==> src/rtl/memerr_pkg.sv <==
package memerr_pkg;
  localparam int NFLAG  = 6;
  localparam int F_SBE  = 0;
  localparam int F_DEC  = 1;
  localparam int F_CMP  = 2;
  localparam int F_MBE  = 3;
  localparam int F_RPAR = 4;
  localparam int F_WPAR = 5;
  // status bit position of each flag; software decodes these positions
  localparam int FLAG_POS [NFLAG] = '{0, 2, 4, 5, 8, 9};
  localparam int CTL_W  = 4;
  localparam int C_SBE  = 0;
  localparam int C_PAR  = 1;
  localparam int C_ADR  = 2;
  localparam int C_MBE  = 3;

  typedef enum logic [2:0] {
    RG_CTRL = 3'd0,
    RG_THR  = 3'd1,
    RG_CNT  = 3'd2,
    RG_NONE = 3'd3,
    RG_STAT = 3'd4,
    RG_RCAP = 3'd5,
    RG_WCAP = 3'd6,
    RG_UCAP = 3'd7
  } reg_idx_e;
endpackage

==> src/rtl/memerr_flag.sv <==
module memerr_flag (
  input  logic clk,
  input  logic rst_n,
  input  logic set,
  input  logic clr,
  output logic flag_q
);
  logic flag_d;

  // an arriving event outranks a clear in the same cycle
  always_comb begin
    flag_d = flag_q;
    if (clr) flag_d = 1'b0;
    if (set) flag_d = 1'b1;
  end

  always_ff @(posedge clk or negedge rst_n) begin
    if (!rst_n) flag_q <= 1'b0;
    else        flag_q <= flag_d;
  end

  p_event_wins_r9: assert property (@(posedge clk) disable iff (!rst_n)
    set |=> flag_q);
  p_fall_needs_clear_r3: assert property (@(posedge clk) disable iff (!rst_n)
    $fell(flag_q) |-> $past(clr));
endmodule

==> src/rtl/memerr_sbe_ctr.sv <==
module memerr_sbe_ctr #(
  parameter int CNT_W = 16
) (
  input  logic             clk,
  input  logic             rst_n,
  input  logic             evt,
  input  logic [CNT_W-1:0] thr,
  output logic [CNT_W-1:0] count_q,
  output logic             hit
);
  logic [CNT_W-1:0] cnt_inc;
  logic [CNT_W-1:0] cnt_d;
  logic             cnt_en;

  always_comb begin
    cnt_inc = count_q + CNT_W'(1);
    hit     = evt && (cnt_inc == thr);
    cnt_en  = evt;
    cnt_d   = hit ? '0 : cnt_inc;
  end

  always_ff @(posedge clk or negedge rst_n) begin
    if (!rst_n)      count_q <= '0;
    else if (cnt_en) count_q <= cnt_d;
  end

  p_idle_holds_r7: assert property (@(posedge clk) disable iff (!rst_n)
    !evt |=> $stable(count_q));
endmodule

==> src/rtl/memerr_regs.sv <==
module memerr_regs
  import memerr_pkg::*;
#(
  parameter int CNT_W  = 16,
  parameter int CAP_AW = 18
) (
  input  logic              clk,
  input  logic              rst_n,
  input  logic              bus_sel,
  input  logic              bus_wr,
  input  logic              bus_priv,
  input  logic [2:0]        bus_widx,
  input  logic [31:0]       bus_wdata,
  input  logic [NFLAG-1:0]  flags,
  input  logic [CNT_W-1:0]  count,
  input  logic [CAP_AW-1:0] rcap,
  input  logic [CAP_AW-1:0] wcap,
  input  logic [CAP_AW-1:0] ucap,
  output logic [CTL_W-1:0]  ctrl_q,
  output logic [CNT_W-1:0]  thr_q,
  output logic [NFLAG-1:0]  clr_vec,
  output logic [31:0]       bus_rdata
);
  reg_idx_e         idx;
  logic             wr_ok;
  logic             ctrl_en;
  logic             thr_en;
  logic             stat_wr;
  logic [CTL_W-1:0] ctrl_d;
  logic [CNT_W-1:0] thr_d;
  logic [31:0]      stat_v;
  logic             unused_wd;

  assign idx       = reg_idx_e'(bus_widx);
  assign unused_wd = ^bus_wdata;

  always_comb begin
    wr_ok   = bus_sel && bus_wr && bus_priv;
    ctrl_en = wr_ok && (idx == RG_CTRL);
    thr_en  = wr_ok && (idx == RG_THR);
    stat_wr = wr_ok && (idx == RG_STAT);
    ctrl_d  = bus_wdata[CTL_W-1:0];
    thr_d   = bus_wdata[CNT_W-1:0];
    for (int i = 0; i < NFLAG; i++) clr_vec[i] = stat_wr && bus_wdata[FLAG_POS[i]];
  end

  always_ff @(posedge clk or negedge rst_n) begin
    if (!rst_n)       ctrl_q <= '0;
    else if (ctrl_en) ctrl_q <= ctrl_d;
  end

  always_ff @(posedge clk or negedge rst_n) begin
    if (!rst_n)      thr_q <= '0;
    else if (thr_en) thr_q <= thr_d;
  end

  always_comb begin
    stat_v = '0;
    for (int i = 0; i < NFLAG; i++) stat_v[FLAG_POS[i]] = flags[i];
  end

  always_comb begin
    bus_rdata = '0;
    if (bus_sel && !bus_wr) begin
      unique case (idx)
        RG_CTRL: bus_rdata = 32'(ctrl_q);
        RG_THR:  bus_rdata = 32'(thr_q);
        RG_CNT:  bus_rdata = 32'(count);
        RG_STAT: bus_rdata = stat_v;
        RG_RCAP: bus_rdata = 32'(rcap);
        RG_WCAP: bus_rdata = 32'(wcap);
        RG_UCAP: bus_rdata = 32'(ucap);
        default: bus_rdata = '0;
      endcase
    end
  end

  p_reserved_zero_r2: assert property (@(posedge clk) disable iff (!rst_n)
    (bus_sel && !bus_wr && idx == RG_STAT) |->
      (bus_rdata[31:10] == '0 && bus_rdata[7:6] == '0 && !bus_rdata[3] && !bus_rdata[1]));
  p_unpriv_no_clear_r3: assert property (@(posedge clk) disable iff (!rst_n)
    !bus_priv |-> (clr_vec == '0));
endmodule

==> src/rtl/memerr_status_unit.sv <==
module memerr_status_unit
  import memerr_pkg::*;
#(
  parameter int CNT_W  = 16,
  parameter int CAP_AW = 18
) (
  input  logic              clk,
  input  logic              rst_n,
  input  logic              test_mode,
  input  logic              sbe_evt,
  input  logic              mbe_evt,
  input  logic              rpar_evt,
  input  logic [CAP_AW-1:0] rpar_addr,
  input  logic              wpar_evt,
  input  logic [CAP_AW-1:0] wpar_addr,
  input  logic              adec_evt,
  input  logic              cmp_evt,
  input  logic [CAP_AW-1:0] adec_addr,
  input  logic              bus_sel,
  input  logic              bus_wr,
  input  logic              bus_priv,
  input  logic [2:0]        bus_widx,
  input  logic [31:0]       bus_wdata,
  output logic [31:0]       bus_rdata,
  output logic              irq_sbe,
  output logic              irq_parity,
  output logic              irq_addr,
  output logic              irq_mbe
);
  localparam int SYNC_N = 2;

  logic [SYNC_N-1:0] rst_pipe;
  logic              rst_s;
  logic [NFLAG-1:0]  set_vec;
  logic [NFLAG-1:0]  clr_vec;
  logic [NFLAG-1:0]  flags;
  logic [CNT_W-1:0]  count;
  logic [CNT_W-1:0]  thr;
  logic              sbe_hit;
  logic [CTL_W-1:0]  ctrl;
  logic              cmp_ok;
  logic              unc_free;
  logic              rcap_en, wcap_en, ucap_en;
  logic [CAP_AW-1:0] rcap_q, wcap_q, ucap_q;
  logic [CAP_AW-1:0] ucap_d;

  // reset asserts at once and leaves on the clock
  always_ff @(posedge clk or negedge rst_n) begin
    if (!rst_n) rst_pipe <= '0;
    else        rst_pipe <= {rst_pipe[SYNC_N-2:0], 1'b1};
  end
  assign rst_s = rst_pipe[SYNC_N-1];

  memerr_sbe_ctr #(.CNT_W(CNT_W)) ctr_i (
    .clk(clk), .rst_n(rst_s), .evt(sbe_evt), .thr(thr),
    .count_q(count), .hit(sbe_hit)
  );

  always_comb begin
    cmp_ok          = cmp_evt && test_mode;
    set_vec         = '0;
    set_vec[F_SBE]  = sbe_hit;
    set_vec[F_DEC]  = adec_evt;
    set_vec[F_CMP]  = cmp_ok;
    set_vec[F_MBE]  = mbe_evt;
    set_vec[F_RPAR] = rpar_evt;
    set_vec[F_WPAR] = wpar_evt;
  end

  for (genvar g = 0; g < NFLAG; g++) begin : g_flag
    memerr_flag flag_i (
      .clk(clk), .rst_n(rst_s), .set(set_vec[g]), .clr(clr_vec[g]),
      .flag_q(flags[g])
    );
  end

  // capture gating: the first fault address is kept until its flag is cleared
  always_comb begin
    unc_free = !flags[F_DEC] && !flags[F_CMP];
    rcap_en  = rpar_evt && !flags[F_RPAR];
    wcap_en  = wpar_evt && !flags[F_WPAR];
    ucap_en  = unc_free && (adec_evt || cmp_ok);
    ucap_d   = adec_addr;
  end

  always_ff @(posedge clk or negedge rst_s) begin
    if (!rst_s)       rcap_q <= '0;
    else if (rcap_en) rcap_q <= rpar_addr;
  end

  always_ff @(posedge clk or negedge rst_s) begin
    if (!rst_s)       wcap_q <= '0;
    else if (wcap_en) wcap_q <= wpar_addr;
  end

  always_ff @(posedge clk or negedge rst_s) begin
    if (!rst_s)       ucap_q <= '0;
    else if (ucap_en) ucap_q <= ucap_d;
  end

  memerr_regs #(.CNT_W(CNT_W), .CAP_AW(CAP_AW)) regs_i (
    .clk(clk), .rst_n(rst_s),
    .bus_sel(bus_sel), .bus_wr(bus_wr), .bus_priv(bus_priv),
    .bus_widx(bus_widx), .bus_wdata(bus_wdata),
    .flags(flags), .count(count),
    .rcap(rcap_q), .wcap(wcap_q), .ucap(ucap_q),
    .ctrl_q(ctrl), .thr_q(thr), .clr_vec(clr_vec), .bus_rdata(bus_rdata)
  );

  always_comb begin
    irq_sbe    = flags[F_SBE] && ctrl[C_SBE];
    irq_parity = (flags[F_RPAR] || flags[F_WPAR]) && ctrl[C_PAR];
    irq_addr   = (flags[F_DEC] || flags[F_CMP]) && ctrl[C_ADR];
    irq_mbe    = flags[F_MBE] && ctrl[C_MBE];
  end

  p_rcap_hold_r4: assert property (@(posedge clk) disable iff (!rst_s)
    flags[F_RPAR] |=> $stable(rcap_q));
  p_wcap_hold_r4: assert property (@(posedge clk) disable iff (!rst_s)
    flags[F_WPAR] |=> $stable(wcap_q));
  p_ucap_hold_r5: assert property (@(posedge clk) disable iff (!rst_s)
    (flags[F_DEC] || flags[F_CMP]) |=> $stable(ucap_q));
  p_cmp_functional_r6: assert property (@(posedge clk) disable iff (!rst_s)
    (!test_mode && !flags[F_CMP]) |=> !flags[F_CMP]);
  p_hit_resets_count_r7: assert property (@(posedge clk) disable iff (!rst_s)
    $rose(flags[F_SBE]) |-> (count == '0));
  p_mbe_sets_r11: assert property (@(posedge clk) disable iff (!rst_s)
    mbe_evt |=> (flags[F_MBE] && $past(mbe_evt)));
endmodule

==> config.mk <==
export PLATFORM = sky130hd
export DESIGN_NAME = memerr_status_unit
export DESIGN_NICKNAME = d
export VERILOG_FILES = /design/src/rtl/memerr_pkg.sv /design/src/rtl/memerr_flag.sv /design/src/rtl/memerr_sbe_ctr.sv /design/src/rtl/memerr_regs.sv /design/src/rtl/memerr_status_unit.sv
export SDC_FILE = /design/constraint.sdc
export NUM_CORES = 1
export LEC_CHECK = 0
export BUFFER_PORTS_ARGS = -buffer_cell sky130_fd_sc_hd__buf_2
export CAP_MARGIN = 20
export CORE_MARGIN = 4
export CORE_UTILIZATION = 40
export DETAILED_ROUTE_END_ITERATION = 6
export PLACE_DENSITY = 0.62
export SLEW_MARGIN = 0
export SYNTH_ARGS = -nofsm -noshare
export SYNTH_HDL_FRONTEND = slang
export SYNTH_SLANG_ARGS = --single-unit
==> constraint.sdc <==
create_clock -name clk -period 3.6 [get_ports clk]
set_input_delay 0.36 -clock clk [delete_from_list [all_inputs] [get_ports clk]]
set_output_delay 0.36 -clock clk [all_outputs]
set_load 0.05 [all_outputs]
==> flow_metrics.tcl <==
set metrics [dict create \
    worst_slew_pin_slew_ns 1.07 \
    synth_area_leader_cell "dfrtp_1" \
    synth-seq-cells 98 \
    htreeDepth 3 \
    drc 0 \
    status "complete, no violations" \
    syn-cell-area_mm2 0.00550 \
    maxSlewViolCount 0 \
    synthArstFlopShare 1.00 \
    ys.flop_type "dfrtp_1" \
    cts_buffers 9 \
    peakVddDrop_mv 0.315 \
    grt.overflow.total 0 \
    path_max_fanout 17 \
    place.port_buffers 106 \
    vias 4343 \
    wl_per_cell_um 18.8 \
    die_area_mm2 0.0157 \
    synthCells 521 \
    synth-edff-count 0 \
    synth.top_cell.area_share 0.446 \
    arrival_ns 3.21 \
    diodes 0 \
    pwr-share-clk 0.275 \
    cpPeakStageDelay_ns 0.52 \
    ys.warnings.count 0 \
    cts_resized 0 \
    clk_path_buf_depth 2 \
    dieWidth_um 125 \
    synth_area_per_cell_um2 10.6 \
    wl_met3_um 908 \
    vias_per_cell 5.50 \
    final.fill_count 1295 \
    leakage_nw 2.89 \
    pwr-share-comb 0.278 \
    powerDensity_mw_per_mm2 539 \
    ys_types 61 \
    path_clk_slew_ns 0.06 \
    design_area_mm2 0.00639 \
    dr_wl_met2_um 7140 \
    drtIter0Drc 286 \
    hold_buffers 1 \
    postPlaceCellArea_mm2 0.00610 \
    hold_violations 0 \
    cts_tree "built" \
    slew_headroom 0.285 \
    gp_congestion 0.872 \
    max_cap_violations 0 \
    cts.sinks 98 \
    max_freq_mhz 334 \
    switching_share 0.347 \
    nets 711 \
    row_count 42 \
    routedLengthMet1_um 6450 \
    dieHeight_um 125 \
    route.top_layer_used "met4" \
    pwr-share-seq 0.447 \
    grt_pass1_vias 4439 \
    area_growth_syn_to_layout_pct 16.2 \
    seq_area_frac_synth 0.446 \
    power.switching_w 0.00119 \
    pin_count 137 \
    wl_um 14800 \
    fin_crit_sh 0.831 \
    slowest_stage "dfrtp_1" \
    synth_area_leaders "dfrtp_1 (45%), mux2_2 (16%), mux2i_1 (2.9%)" \
    antenna_found_initial 0 \
    crit_type "register to register" \
    core-area_mm2 0.0133 \
    crit_path_cell_trace "ha_1, nand4_1, nor2_1, o2111ai_1, nor4b_2, nand4_4, nand2_1, o311ai_1" \
    grt_pass1_wl_um 23700 \
    postRouteAntennaNets 0 \
    setup_violations 0 \
    cp.required_ns 3.81 \
    rsz0062_at_grt "no" \
    finalSetupTns_ns 0 \
    clkLatencyLatePin_ns 0.35 \
    dp.final_hpwl_um 11100 \
    clock-skew-final_ns 0.00540 \
    hold_path.class "input port to register" \
    cts_setup_buffers 0 \
    drive_above_1_share 0.371 \
    end_kind "register" \
    p_int_w 0.00225 \
    worstSetupStartpointType "register" \
    post-route-min-period_ns 2.99 \
    grt_max_degree 52 \
    first_pass_iters 5 \
    start_util 0.412 \
    clockRootBuffer "clkbuf_16" \
    grt_usage 0.188 \
]
## flip-flops by register name (all words and copies together) (netlist names)
name	count
regs_i.ctrl_q	4
ucap_q	18
rst_pipe	2
regs_i.thr_q	16
wcap_q	18
rcap_q	18
g_flag.flag_i.flag_q	6
ctr_i.count_q	16
## metrics by stage
| step | util | worst slack, ns | instances | total power (W) | hold slack (ns) |
|---|---|---|---|---|---|
| finish | 0.479 | 0.607 | 790 | 0.00344 | 0.195 |
| CTS | 0.479 | 0.612 | 790 | 0.00346 | 0.184 |
| global route | 0.479 | 0.316 | 790 | 0.00363 | 0.206 |
| detailed placement | 0.457 | 0.651 | 773 | 0.00250 | 0.151 |
| floorplan | - | 0.561 | 534 | 0.00226 | 0.0644 |
| global placement | 0.457 | 0.750 | 773 | 0.00247 | 0.146 |
## Yosys cell counts (3+ instances only)
cell	number
dfrtp_1	98
mux2_2	78
nor2_1	36
nand2_1	26
a21oi_1	23
clkbuf_1	21
buf_4	16
mux2i_1	16
inv_1	14
nand3_1	14
o21ai_0	13
a22oi_1	10
xnor2_1	10
a221oi_1	8
buf_2	8
o21ai_1	8
o21ai_2	8
and2_1	7
nor3_1	7
xor2_1	7
and4_1	6
nor2b_1	6
a21o_1	5
and3_1	5
a211oi_1	4
a31oi_1	4
a32oi_1	4
nand3b_1	4
nand4_1	4
nor4_1	4
a22o_1	3
buf_1	3
nand2b_1	3
o22ai_1	3
o311ai_1	3
## cell type report
class,instances,area [um^2],share of cell area
well taps,176,220,0.0344
flip-flops and latches,98,2460,0.384
repair buffers,114,593,0.0928
multi-input cells,372,2780,0.435
clock inverters,5,55.1,0.00861
inverters,14,52.6,0.00822
clock buffers,11,233,0.0364
## logic make-up after synthesis
family / count (synthesis) / share of synthesized area
and+or+nand+nor: 137 / 0.138
AOI/OAI and AO/OA: 107 / 0.134
DFF: 98 / 0.446
muxes: 95 / 0.193
buffers and inverters: 64 / 0.0591
xor gates and xnor gates: 17 / 0.0271
other: 2 / 0.00136
adders and majority gates: 1 / 0.00227
## power groups by stage
stage	sequential [W]	combinational, W	clock [W]
CTS	0.00153	0.000958	0.000971
global route	0.00157	0.00105	0.00101
finish	0.00154	0.000956	0.000947
global placement	0.00154	0.000927	0
floorplan	0.00141	0.000856	0
detailed placement	0.00155	0.000952	0
## routing by layer
metal	vias to the layer above	GRT usage
li1	2042	-
met2	141	0.311
met4	0	0.0733
met1	2136	0.245
met5	-	0
met3	24	0.0388
## critical path, delay by kind of cell (launching register included)
kind | cells | cell delay [ns]
AND/OR/NAND/NOR | 5 | 1.70
flip-flops | 1 | 0.52
adder cells (fa/ha/maj) | 1 | 0.36
AO/OA/AOI/OAI | 2 | 0.28
## worst paths after layout
kind	from	end	slack [ns]	depth (start not counted)
min in group asynchronous	rst_n	rst_pipe[1]$_DFF_PN0_	0.32	2
max in group asynchronous	rst_pipe[1]$_DFF_PN0_	g_flag[2].flag_i.flag_q$_DFFE_PN0P_	2.45	1
worst max-delay path	ctr_i.count_q[0]$_DFFE_PN0P_	ctr_i.count_q[10]$_DFFE_PN0P_	0.61	8
worst min-delay path	mbe_evt	g_flag[3].flag_i.flag_q$_DFFE_PN0P_	0.20	2
worst max register to register	ctr_i.count_q[0]$_DFFE_PN0P_	ctr_i.count_q[10]$_DFFE_PN0P_	0.61	8
worst min register to register	rst_pipe[0]$_DFF_PN0_	rst_pipe[1]$_DFF_PN0_	0.36	0
## cells in the final DEF (no fill, tap or decap), types with 4 or more instances in the layout
| cell type | n |
|---|---|
| nor3_1 | 6 |
| nand3_1 | 14 |
| clkbuf_16 | 9 |
| dfrtp_1 | 97 |
| nand3b_1 | 4 |
| a21oi_1 | 23 |
| a22oi_1 | 10 |
| and2_1 | 7 |
| nand2_1 | 26 |
| and4_1 | 6 |
| a32oi_1 | 4 |
| a221oi_1 | 8 |
| o21ai_1 | 8 |
| inv_1 | 14 |
| xor2_1 | 7 |
| a31oi_1 | 4 |
| and3_1 | 5 |
| nand4_1 | 4 |
| nor4_1 | 4 |
| buf_2 | 106 |
| mux2_2 | 78 |
| xnor2_1 | 10 |
| buf_4 | 7 |
| nor2b_1 | 4 |
| nor2_1 | 36 |
| o21ai_0 | 13 |
| conb_1 | 15 |
| mux2i_1 | 16 |
| a21o_1 | 5 |
| o21ai_2 | 8 |
| a211oi_1 | 4 |
No activity file was read; power rests on OpenSTA's default activity.
